$ cat config.mk
export PLATFORM = sky130hd
export DESIGN_NAME = led_serial_path
export DESIGN_NICKNAME = d
export VERILOG_FILES = /design/src/rtl/led_serial_path_pkg.sv /design/src/rtl/lsp_shift_reg.sv /design/src/rtl/lsp_latches.sv /design/src/rtl/lsp_fault_status.sv /design/src/rtl/led_serial_path.sv
export SDC_FILE = /design/constraint.sdc
export NUM_CORES = 1
export LEC_CHECK = 0
export BUFFER_PORTS_ARGS = -buffer_cell sky130_fd_sc_hd__buf_2
export CAP_MARGIN = 20
export CORE_MARGIN = 2
export CORE_UTILIZATION = 48
export CTS_CLUSTER_DIAMETER = 50
export DETAILED_ROUTE_END_ITERATION = 10
export PLACE_DENSITY = 0.73
export SKIP_CTS_REPAIR_TIMING = 1
export SLEW_MARGIN = 20
export SYNTH_ARGS = -nofsm -noshare
export SYNTH_HDL_FRONTEND = slang
export SYNTH_SLANG_ARGS = --single-unit
$ cat constraint.sdc
create_clock -name clk -period 1.3 [get_ports clk]
set_input_delay 0.195 -clock clk [delete_from_list [all_inputs] [get_ports clk]]
set_output_delay 0.195 -clock clk [all_outputs]
set_load 0.1 [all_outputs]
$ cat src/rtl/led_serial_path_pkg.sv
// Package: shared widths and vector types for the serial LED channel data path.
// Assumes a single clock domain; every type below is sized from these constants.
package led_serial_path_pkg;
    localparam int unsigned NUM_CHAN   = 16;
    localparam int unsigned CFG_BITS   = 8;
    localparam int unsigned LOW_RUN    = 2;
    localparam logic [CFG_BITS-1:0] CFG_RESET = '1;

    typedef logic [NUM_CHAN-1:0] chan_vec_t;
    typedef logic [CFG_BITS-1:0] cfg_vec_t;
endpackage

$ cat src/rtl/lsp_shift_reg.sv
// Module: shift register with a switchable input source.
// Shifts ser_in in at bit 0 on every edge. In special mode, once LOW_RUN
// consecutive low samples of oe_n have been seen, each further low sample
// loads the parallel status word instead. Assumes LOW_RUN >= 2 and NCH >= 2.
module lsp_shift_reg #(
    parameter int unsigned NCH     = 16,
    parameter int unsigned LOW_RUN = 2
) (
    input  logic           clk,
    input  logic           rst_n,
    input  logic           ser_in,
    input  logic           special_mode,
    input  logic           oe_n,
    input  logic [NCH-1:0] status_word,
    output logic [NCH-1:0] sr_q,
    output logic [NCH-1:0] sr_next,
    output logic           capture
);
    localparam int unsigned CW = $clog2(LOW_RUN + 1);
    localparam logic [CW-1:0] RUN_MAX = CW'(LOW_RUN);

    logic [CW-1:0] low_cnt_q;

    // Pick the register's next value: the parallel status word or a one-place shift.
    always_comb begin
        capture = special_mode && !oe_n && (low_cnt_q == RUN_MAX);
        sr_next = capture ? status_word : {sr_q[NCH-2:0], ser_in};
    end

    // Count consecutive special-mode low samples of oe_n, saturating at LOW_RUN.
    always_ff @(posedge clk) begin
        if (!rst_n) begin
            low_cnt_q <= '0;
        end else if (!special_mode || oe_n) begin
            low_cnt_q <= '0;
        end else if (low_cnt_q != RUN_MAX) begin
            low_cnt_q <= low_cnt_q + 1'b1;
        end
    end

    // Register the selected next value.
    always_ff @(posedge clk) begin
        if (!rst_n) begin
            sr_q <= '0;
        end else begin
            sr_q <= sr_next;
        end
    end

    // with no capture, bit 0 takes the serial input sampled at that edge
    assert_shift_in_R1: assert property (@(posedge clk) disable iff (!rst_n)
        !capture |=> sr_q[0] == $past(ser_in));

    // a capture needs the two preceding edges to have seen special mode with oe_n low
    assert_capture_run_R6: assert property (@(posedge clk) disable iff (!rst_n)
        capture |-> ($past(special_mode) && !$past(oe_n)
                     && $past(special_mode, 2) && !$past(oe_n, 2)));

    // no capture outside special mode
    assert_no_capture_normal_R11: assert property (@(posedge clk) disable iff (!rst_n)
        !special_mode |-> !capture);
endmodule

$ cat src/rtl/lsp_latches.sv
// Module: channel latch and configuration byte.
// A strobe sampled high on a rising edge, when not inhibited, writes the
// post-shift register value into the channel latch (normal mode) or its low
// CFG_W bits into the configuration byte (special mode).
module lsp_latches #(
    parameter int unsigned NCH   = 16,
    parameter int unsigned CFG_W = 8,
    parameter logic [CFG_W-1:0] CFG_INIT = '1
) (
    input  logic             clk,
    input  logic             rst_n,
    input  logic             latch_strobe,
    input  logic             latch_inhibit,
    input  logic             special_mode,
    input  logic [NCH-1:0]   sr_next,
    output logic [NCH-1:0]   lat_q,
    output logic [CFG_W-1:0] cfg_q
);
    logic wr_en;
    logic wr_lat;
    logic wr_cfg;

    // Decode which latch, if any, takes this edge's strobe.
    always_comb begin
        wr_en  = latch_strobe && !latch_inhibit;
        wr_lat = wr_en && !special_mode;
        wr_cfg = wr_en && special_mode;
    end

    // Channel latch update.
    always_ff @(posedge clk) begin
        if (!rst_n) begin
            lat_q <= '0;
        end else if (wr_lat) begin
            lat_q <= sr_next;
        end
    end

    // Configuration byte update; upper register bits are dropped.
    always_ff @(posedge clk) begin
        if (!rst_n) begin
            cfg_q <= CFG_INIT;
        end else if (wr_cfg) begin
            cfg_q <= sr_next[CFG_W-1:0];
        end
    end

    // without a strobe the channel latch holds
    assert_lat_hold_R2: assert property (@(posedge clk) disable iff (!rst_n)
        !latch_strobe |=> $stable(lat_q));

    // a special-mode edge never changes the channel latch
    assert_special_no_lat_R3: assert property (@(posedge clk) disable iff (!rst_n)
        special_mode |=> $stable(lat_q));

    // the configuration byte holds unless a special-mode strobe arrives
    assert_cfg_hold_R4: assert property (@(posedge clk) disable iff (!rst_n)
        !(latch_strobe && special_mode) |=> $stable(cfg_q));

    // an inhibited strobe touches neither latch
    assert_inhibit_R10: assert property (@(posedge clk) disable iff (!rst_n)
        latch_inhibit |=> ($stable(lat_q) && $stable(cfg_q)));
endmodule

$ cat src/rtl/lsp_fault_status.sv
// Module: sticky per-channel health bits.
// A bit starts healthy (1), is cleared by a sampled fault flag and stays
// cleared until status_clear, which has priority over faults in the same cycle.
module lsp_fault_status #(
    parameter int unsigned NCH = 16
) (
    input  logic           clk,
    input  logic           rst_n,
    input  logic [NCH-1:0] fault_flags,
    input  logic           status_clear,
    output logic [NCH-1:0] healthy_q
);
    // Update the health bits, one per channel.
    generate
        for (genvar i = 0; i < NCH; i++) begin : g_chan
            always_ff @(posedge clk) begin
                if (!rst_n || status_clear) begin
                    healthy_q[i] <= 1'b1;
                end else if (fault_flags[i]) begin
                    healthy_q[i] <= 1'b0;
                end
            end
        end
    endgenerate

    // a clear pulse leaves every bit healthy
    assert_clear_all_R9: assert property (@(posedge clk) disable iff (!rst_n)
        status_clear |=> (&healthy_q));

    // without a clear no bit returns to healthy
    assert_sticky_R9: assert property (@(posedge clk) disable iff (!rst_n)
        !status_clear |=> ((healthy_q & ~$past(healthy_q)) == '0));
endmodule

$ cat src/rtl/led_serial_path.sv
// Module: top of the serial LED channel data path.
// Joins the shift register, the two latches and the health bits, forms the
// status word (healthy and lit) and gates the channel enables with oe_n.
// Assumes all inputs are synchronous to clk.
module led_serial_path
    import led_serial_path_pkg::*;
(
    input  logic                clk,
    input  logic                rst_n,
    input  logic                ser_in,
    input  logic                latch_strobe,
    input  logic                oe_n,
    input  logic                special_mode,
    input  logic                latch_inhibit,
    input  logic                status_clear,
    input  logic [NUM_CHAN-1:0] fault_flags,
    output logic                ser_out,
    output logic [NUM_CHAN-1:0] chan_on,
    output logic [CFG_BITS-1:0] cfg_byte
);
    chan_vec_t sr_q;
    chan_vec_t sr_next;
    chan_vec_t lat_q;
    chan_vec_t healthy_q;
    chan_vec_t status_word;
    cfg_vec_t  cfg_q;
    logic      capture;

    // Status word: a channel reads healthy only if it has no fault and is lit.
    always_comb status_word = healthy_q & lat_q;

    lsp_shift_reg #(.NCH(NUM_CHAN), .LOW_RUN(LOW_RUN)) u_shift (
        .clk          (clk),
        .rst_n        (rst_n),
        .ser_in       (ser_in),
        .special_mode (special_mode),
        .oe_n         (oe_n),
        .status_word  (status_word),
        .sr_q         (sr_q),
        .sr_next      (sr_next),
        .capture      (capture)
    );

    lsp_latches #(.NCH(NUM_CHAN), .CFG_W(CFG_BITS), .CFG_INIT(CFG_RESET)) u_latches (
        .clk           (clk),
        .rst_n         (rst_n),
        .latch_strobe  (latch_strobe),
        .latch_inhibit (latch_inhibit),
        .special_mode  (special_mode),
        .sr_next       (sr_next),
        .lat_q         (lat_q),
        .cfg_q         (cfg_q)
    );

    lsp_fault_status #(.NCH(NUM_CHAN)) u_status (
        .clk          (clk),
        .rst_n        (rst_n),
        .fault_flags  (fault_flags),
        .status_clear (status_clear),
        .healthy_q    (healthy_q)
    );

    // Drive the outputs: cascade bit, gated channel enables, configuration byte.
    always_comb begin
        ser_out  = sr_q[NUM_CHAN-1];
        chan_on  = lat_q & {NUM_CHAN{~oe_n}};
        cfg_byte = cfg_q;
    end

    // a high enable blanks every channel
    assert_blank_R5: assert property (@(posedge clk) disable iff (!rst_n)
        oe_n |-> (chan_on == '0));

    // the top bit after a capture edge comes from the captured status word
    assert_readout_R7: assert property (@(posedge clk) disable iff (!rst_n)
        capture |=> ser_out == $past(status_word[NUM_CHAN-1]));
endmodule

== Yosys cells after proc, flatten, opt, wreduce, memory -nomap -nowiden ==
Index checks and enable logic that the tools add are counted.

* Register bits: 58
* Logic and storage cells: 40
* Input port bits: 24

* Bitwise operators: 4
* Muxes and demuxes: 1
* Equal/unequal tests: 2
* Reductions and logical operators: 12
* Add/sub/neg operators: 1

{| class="wikitable"
|+ Operator list
! operator !! number
|-
| $and A16 B16 Y16 || 2
|-
| $mux W16 || 1
|-
| $logic_and A1 B1 Y1 || 5
|-
| $logic_not A1 Y1 || 4
|-
| $add A2 B1 Y2 const B || 1
|-
| $eq A2 B2 Y1 const B || 1
|-
| $logic_or A1 B1 Y1 || 2
|-
| $ne A2 B2 Y1 const B || 1
|-
| $not A1 Y1 || 2
|-
| $reduce_or A2 Y1 || 1
|}

== Logic depth before layout (Yosys ltp) ==
* Depth in word-level cells: 4
* Gate-level depth with buffers: 7
* Mapped depth without buffers: 5

== Modules after synthesis ==
Synthesis repeated with hierarchy kept, for this count alone.

* Cells, all modules: 288
* Area total of the unflattened synthesis: 2775.2 µm²

{| class="wikitable"
|+ By module, submodules not included
! module !! area an instance (µm²) !! cells each !! instances
|-
| lsp_latches || 1026.0 || 107 || 1
|-
| lsp_shift_reg || 973.4 || 98 || 1
|-
| lsp_fault_status || 531.8 || 50 || 1
|-
| led_serial_path || 244.0 || 33 || 1
|}

== Worst setup path after synthesis ==
Ideal clock, no wire load.

* Path type: input-to-output
* From: input oe_n
* To: output chan_on[10]
* Cell stages on the path: 2
* Setup slack: -623 ps
* Arrival time: 1728 ps
* Buffers on the path: 1
* Data required time: 1105 ps
* Path through: clkbuf_1 nor2b_1

* Longest elaborated chain between the ends: 2

{| class="wikitable"
|+ Ends and longest elaborated chain
! what !! RTL line !! RTL
|-
| start: declaration || led_serial_path.sv:12 || <nowiki>input logic oe_n,</nowiki>
|-
| $not A1 Y1 || led_serial_path.sv:66 || <nowiki>chan_on = lat_q & {NUM_CHAN{~oe_n}};</nowiki>
|-
| $and A16 B16 Y16 || led_serial_path.sv:66 ||
|-
| end: declaration || led_serial_path.sv:18 || <nowiki>output logic [NUM_CHAN-1:0] chan_on,</nowiki>
|}

Every way passes these cells.

== Final worst setup path ==
* From: register u_shift.low_cnt_q[0]
* To: register u_latches.cfg_q[4]

* Longest elaborated chain between the ends: 3

{| class="wikitable"
|+ Ends and longest elaborated chain
! what !! RTL line !! RTL
|-
| start: declaration || lsp_shift_reg.sv:22 || <nowiki>logic [CW-1:0] low_cnt_q;</nowiki>
|-
| start signal: assignment || lsp_shift_reg.sv:37 || <nowiki>low_cnt_q <= low_cnt_q + 1'b1;</nowiki>
|-
| $eq A2 B2 Y1 || lsp_shift_reg.sv:26 || <nowiki>capture = special_mode && !oe_n && (low_cnt_q == RUN_MAX);</nowiki>
|-
| $logic_and A1 B1 Y1 || lsp_shift_reg.sv:26 ||
|-
| $mux W16 || lsp_shift_reg.sv:27 || <nowiki>sr_next = capture ? status_word : {sr_q[NCH-2:0], ser_in};</nowiki>
|-
| end signal: assignment || lsp_latches.sv:44 || <nowiki>cfg_q <= sr_next[CFG_W-1:0];</nowiki>
|-
| end: declaration || lsp_latches.sv:17 || <nowiki>output logic [CFG_W-1:0] cfg_q</nowiki>
|}

Every way passes these cells.
A chain may end at the register's enable or synchronous reset.

==> flow_summary.yaml <==
finish:
  area_growth_syn_to_layout_pct: 42.6
  layout.nets: 334
  most_common_cell_after_layout_fill_and_taps_aside: "dfxtp_1"
  finalCoreUtilization_pct: 72.5
  postLayoutCellArea_um2: 3200
  mostFrequentLayoutCells: "56 x dfxtp_1, 40 x nand2_1, 24 x buf_2"
  number_of_antenna_repair_diodes: 0
  drive_above_1_share_pct: 32.6
yosys:
  synth_top_area_share_pct: 51.8
  synthSimpleGateAreaFrac_pct: 23.9
  synth_seq_cells: 58
  mappedNetlistArea_um2: 2240
  synthTopCellsByArea: "dfxtp_1 52%, a21boi_0 7.4%, nand2_1 6.7%"
  synthesis.area_per_instance_um2: 9.12
  synth_top_family_by_area: "simple AND/OR/NAND/NOR gates"
  synth_compound_gate_area_share_pct: 13.6
  postSynthNetCount: 271
  ys_warn_count: 0
  netlist-cell-type-count: 27
  synth_fa_ha_area_share_pct: 0.558
  synth_top_area_cell: "dfxtp_1"
  synth_mux_area_share_pct: 3.57
  yosys.area_share.xor_xnor_pct: 0.390
  syn-instance-count: 246
  seq_area_frac_synth_pct: 51.8
clocking:
  clock_insertion_delay_at_the_later_pin_of_the_skew_report_ns: 0.34
  cts_made_buffers: 9
  root_buffer_selected_by_cts: "clkbuf_8"
  ctsLongestPathBuffers: 2
  cts_tree: "yes"
  clkSinkCount: 58
  clk_transition_reported_paths_ns: 0.06
  cts_max_level: 3
timing:
  final_period_minus_worst_setup_slack_ns: 1.34
  finalSetupTns_ns: -0.0740
  final-max-slew-violation-count: 0
  period_share_pct: 103
  rsz0062_at_grt: "yes"
  setup_viol_count_final: 5
  worst_pin_slew_ns: 0.485
  max_clock_freq_ghz: 0.747
  final.setup.worst_slack_ns: -0.0390
  slew_headroom_pct: 67.9
  final_hold_viol_count: 0
  worst_clock_skew_ns: 0.00405
critical_path:
  worst_r2r_path_depth: 6
  endpoint_required_time_on_the_critical_path_ns: 1.52
  crit_path_start_kind: "flip-flop"
  timing.critical_path.fanout_max: 9
  worst-r2r-setup-slack_ns: -0.04
  crit_arrival_ns: 1.56
  reg2reg_from: "u_shift.low_cnt_q[0]"
  crit_path_end_kind: "flip-flop"
  setup.worst_path.start: "u_shift.low_cnt_q[0]"
  criticalPathCategory: "reg -> reg"
  crit-reg2reg-capture: "u_latches.cfg_q[4]"
route:
  routed_via_density: 4.99
  antenna_violating_nets_post_route: 0
  postRouteWirelength_mm: 4.78
  met2_length_mm: 2.37
  met3WireLength_um: 255
  drt_iter0_markers: 109
  m1WireLength_mm: 2.06
  drt-pass1-iter-count: 4
  routed-via-count: 1823
  routedWlPerCell_um: 13.1
  topRoutingLayerUsed: "met4"
  drc: 0
worst_hold_path:
  hold_class: "in -> reg"
  hold_endpoint: "u_status.healthy_q[2]"
  hold_path.startpoint: "fault_flags[2]"
  worstHoldPathCells: 2
placement:
  place_congestion: 0.801
  io_buffers: 48
  place_area_um2: 2890
  dp_worst_setup_slack_ns: -0.00906
  post-dp-hpwl_mm: 3.30
global_routing:
  grt_max_degree: 17
  first_global_vias: 1778
  grt_antenna_before_repair: 0
  grt-ovfl-total: 0
  grt_first_pass_wirelength_mm: 7.89
  grt_use_total_pct: 20.0
floorplan:
  floorplan.die.height_um: 72.4
  design.portCount: 49
  start_util_pct: 50.8
  row_count: 24
  die-width_um: 72.4
  dieArea_um2: 5240
  core_um2: 4410
pwr:
  vdd_drop_max_mv: 0.702
  cellPowerDensity_nw_per_um2: 1210
  leakage_nw: 1.33
run:
  drv.max_cap_violation_count: 0
outcome:
  violations: "setup timing"
  run_status: "complete, but fails checks"
## Yosys cell counts, drive strengths merged
library cell and instances:
nor3b 9, nand3 8, a21boi 24, o21ai 16, and2b 6, clkbuf 7
or3b 1, and3b 2, buf 6, nand2 40, nor2 3, inv 17
ha 1, and2 9, mux2i 8, dfxtp 58, xor2 1, nand3b 2
nor2b 19, a21oi 9
## worst max-delay path by stage
| stage | to | slack, ns |
|---|---|---|
| 2_1_floorplan | chan_on[10] | -0.21 |
| 3_3_place_gp | u_latches.cfg_q[2] | 0.04 |
| 5_1_grt | u_latches.cfg_q[4] | -0.10 |
| 4_1_cts | cfg_byte[0] | -0.03 |
| 3_5_place_dp | u_latches.cfg_q[3] | -0.009 |
| 6_report | u_latches.cfg_q[4] | -0.04 |
## worst max-delay path: stages (launching register included)
cell and delay (ns):
dfxtp_2 0.33, inv_2 0.06, ha_4 0.12, and3b_2 0.21
buf_12 0.16, mux2i_2 0.26, a21oi_1 0.09
## cells by family after synthesis
kind of cell / Yosys count
AND/OR/NAND/NOR: 99
flip-flops: 58
AO/OA/AOI/OAI: 49
buffers and inverters: 30
multiplexers: 8
XOR/XNOR: 1
adder cells (fa/ha/maj): 1
## layout make-up
class | count | area [um^2]
Tap cell | 52 | 65.1
Timing Repair Buffer | 65 | 641
Clock buffer | 13 | 169
Multi-Input combinational cell | 158 | 1060
Clock inverter | 2 | 35.0
Inverter | 17 | 63.8
Fill cell | 319 | 1210
Sequential cell | 58 | 1160
## sequential cells by signal, indices dropped and copies added, names as in the netlist
name,count
u_latches.cfg_q,8
u_status.healthy_q,16
u_shift.low_cnt_q,2
u_latches.lat_q,16
u_shift.sr_q,16
## through the flow
stage | hold slack [ns] | total power [mW] | cells
detailed placement | 0.382 | 2.20 | 349
floorplan | 0.295 | 2.09 | 246
CTS | 0.0182 | 3.88 | 364
global placement | 0.377 | 2.19 | 349
global route | 0.0108 | 4.00 | 365
finish | 0.0289 | 3.86 | 365
## layer usage
metal,track usage [%],up-vias
met4,9.01,0
met2,31.4,38
met1,23.8,850
met3,8.33,9
met5,0,-
li1,-,926
## report_power, final
part	switching, mW	total, mW	internal, mW
sequential	0.0256	1.85	1.82
combinational	0.209	0.323	0.114
clock	0.661	1.69	1.03
total	0.895	3.86	2.97
(Power assumes the default switching activity.)
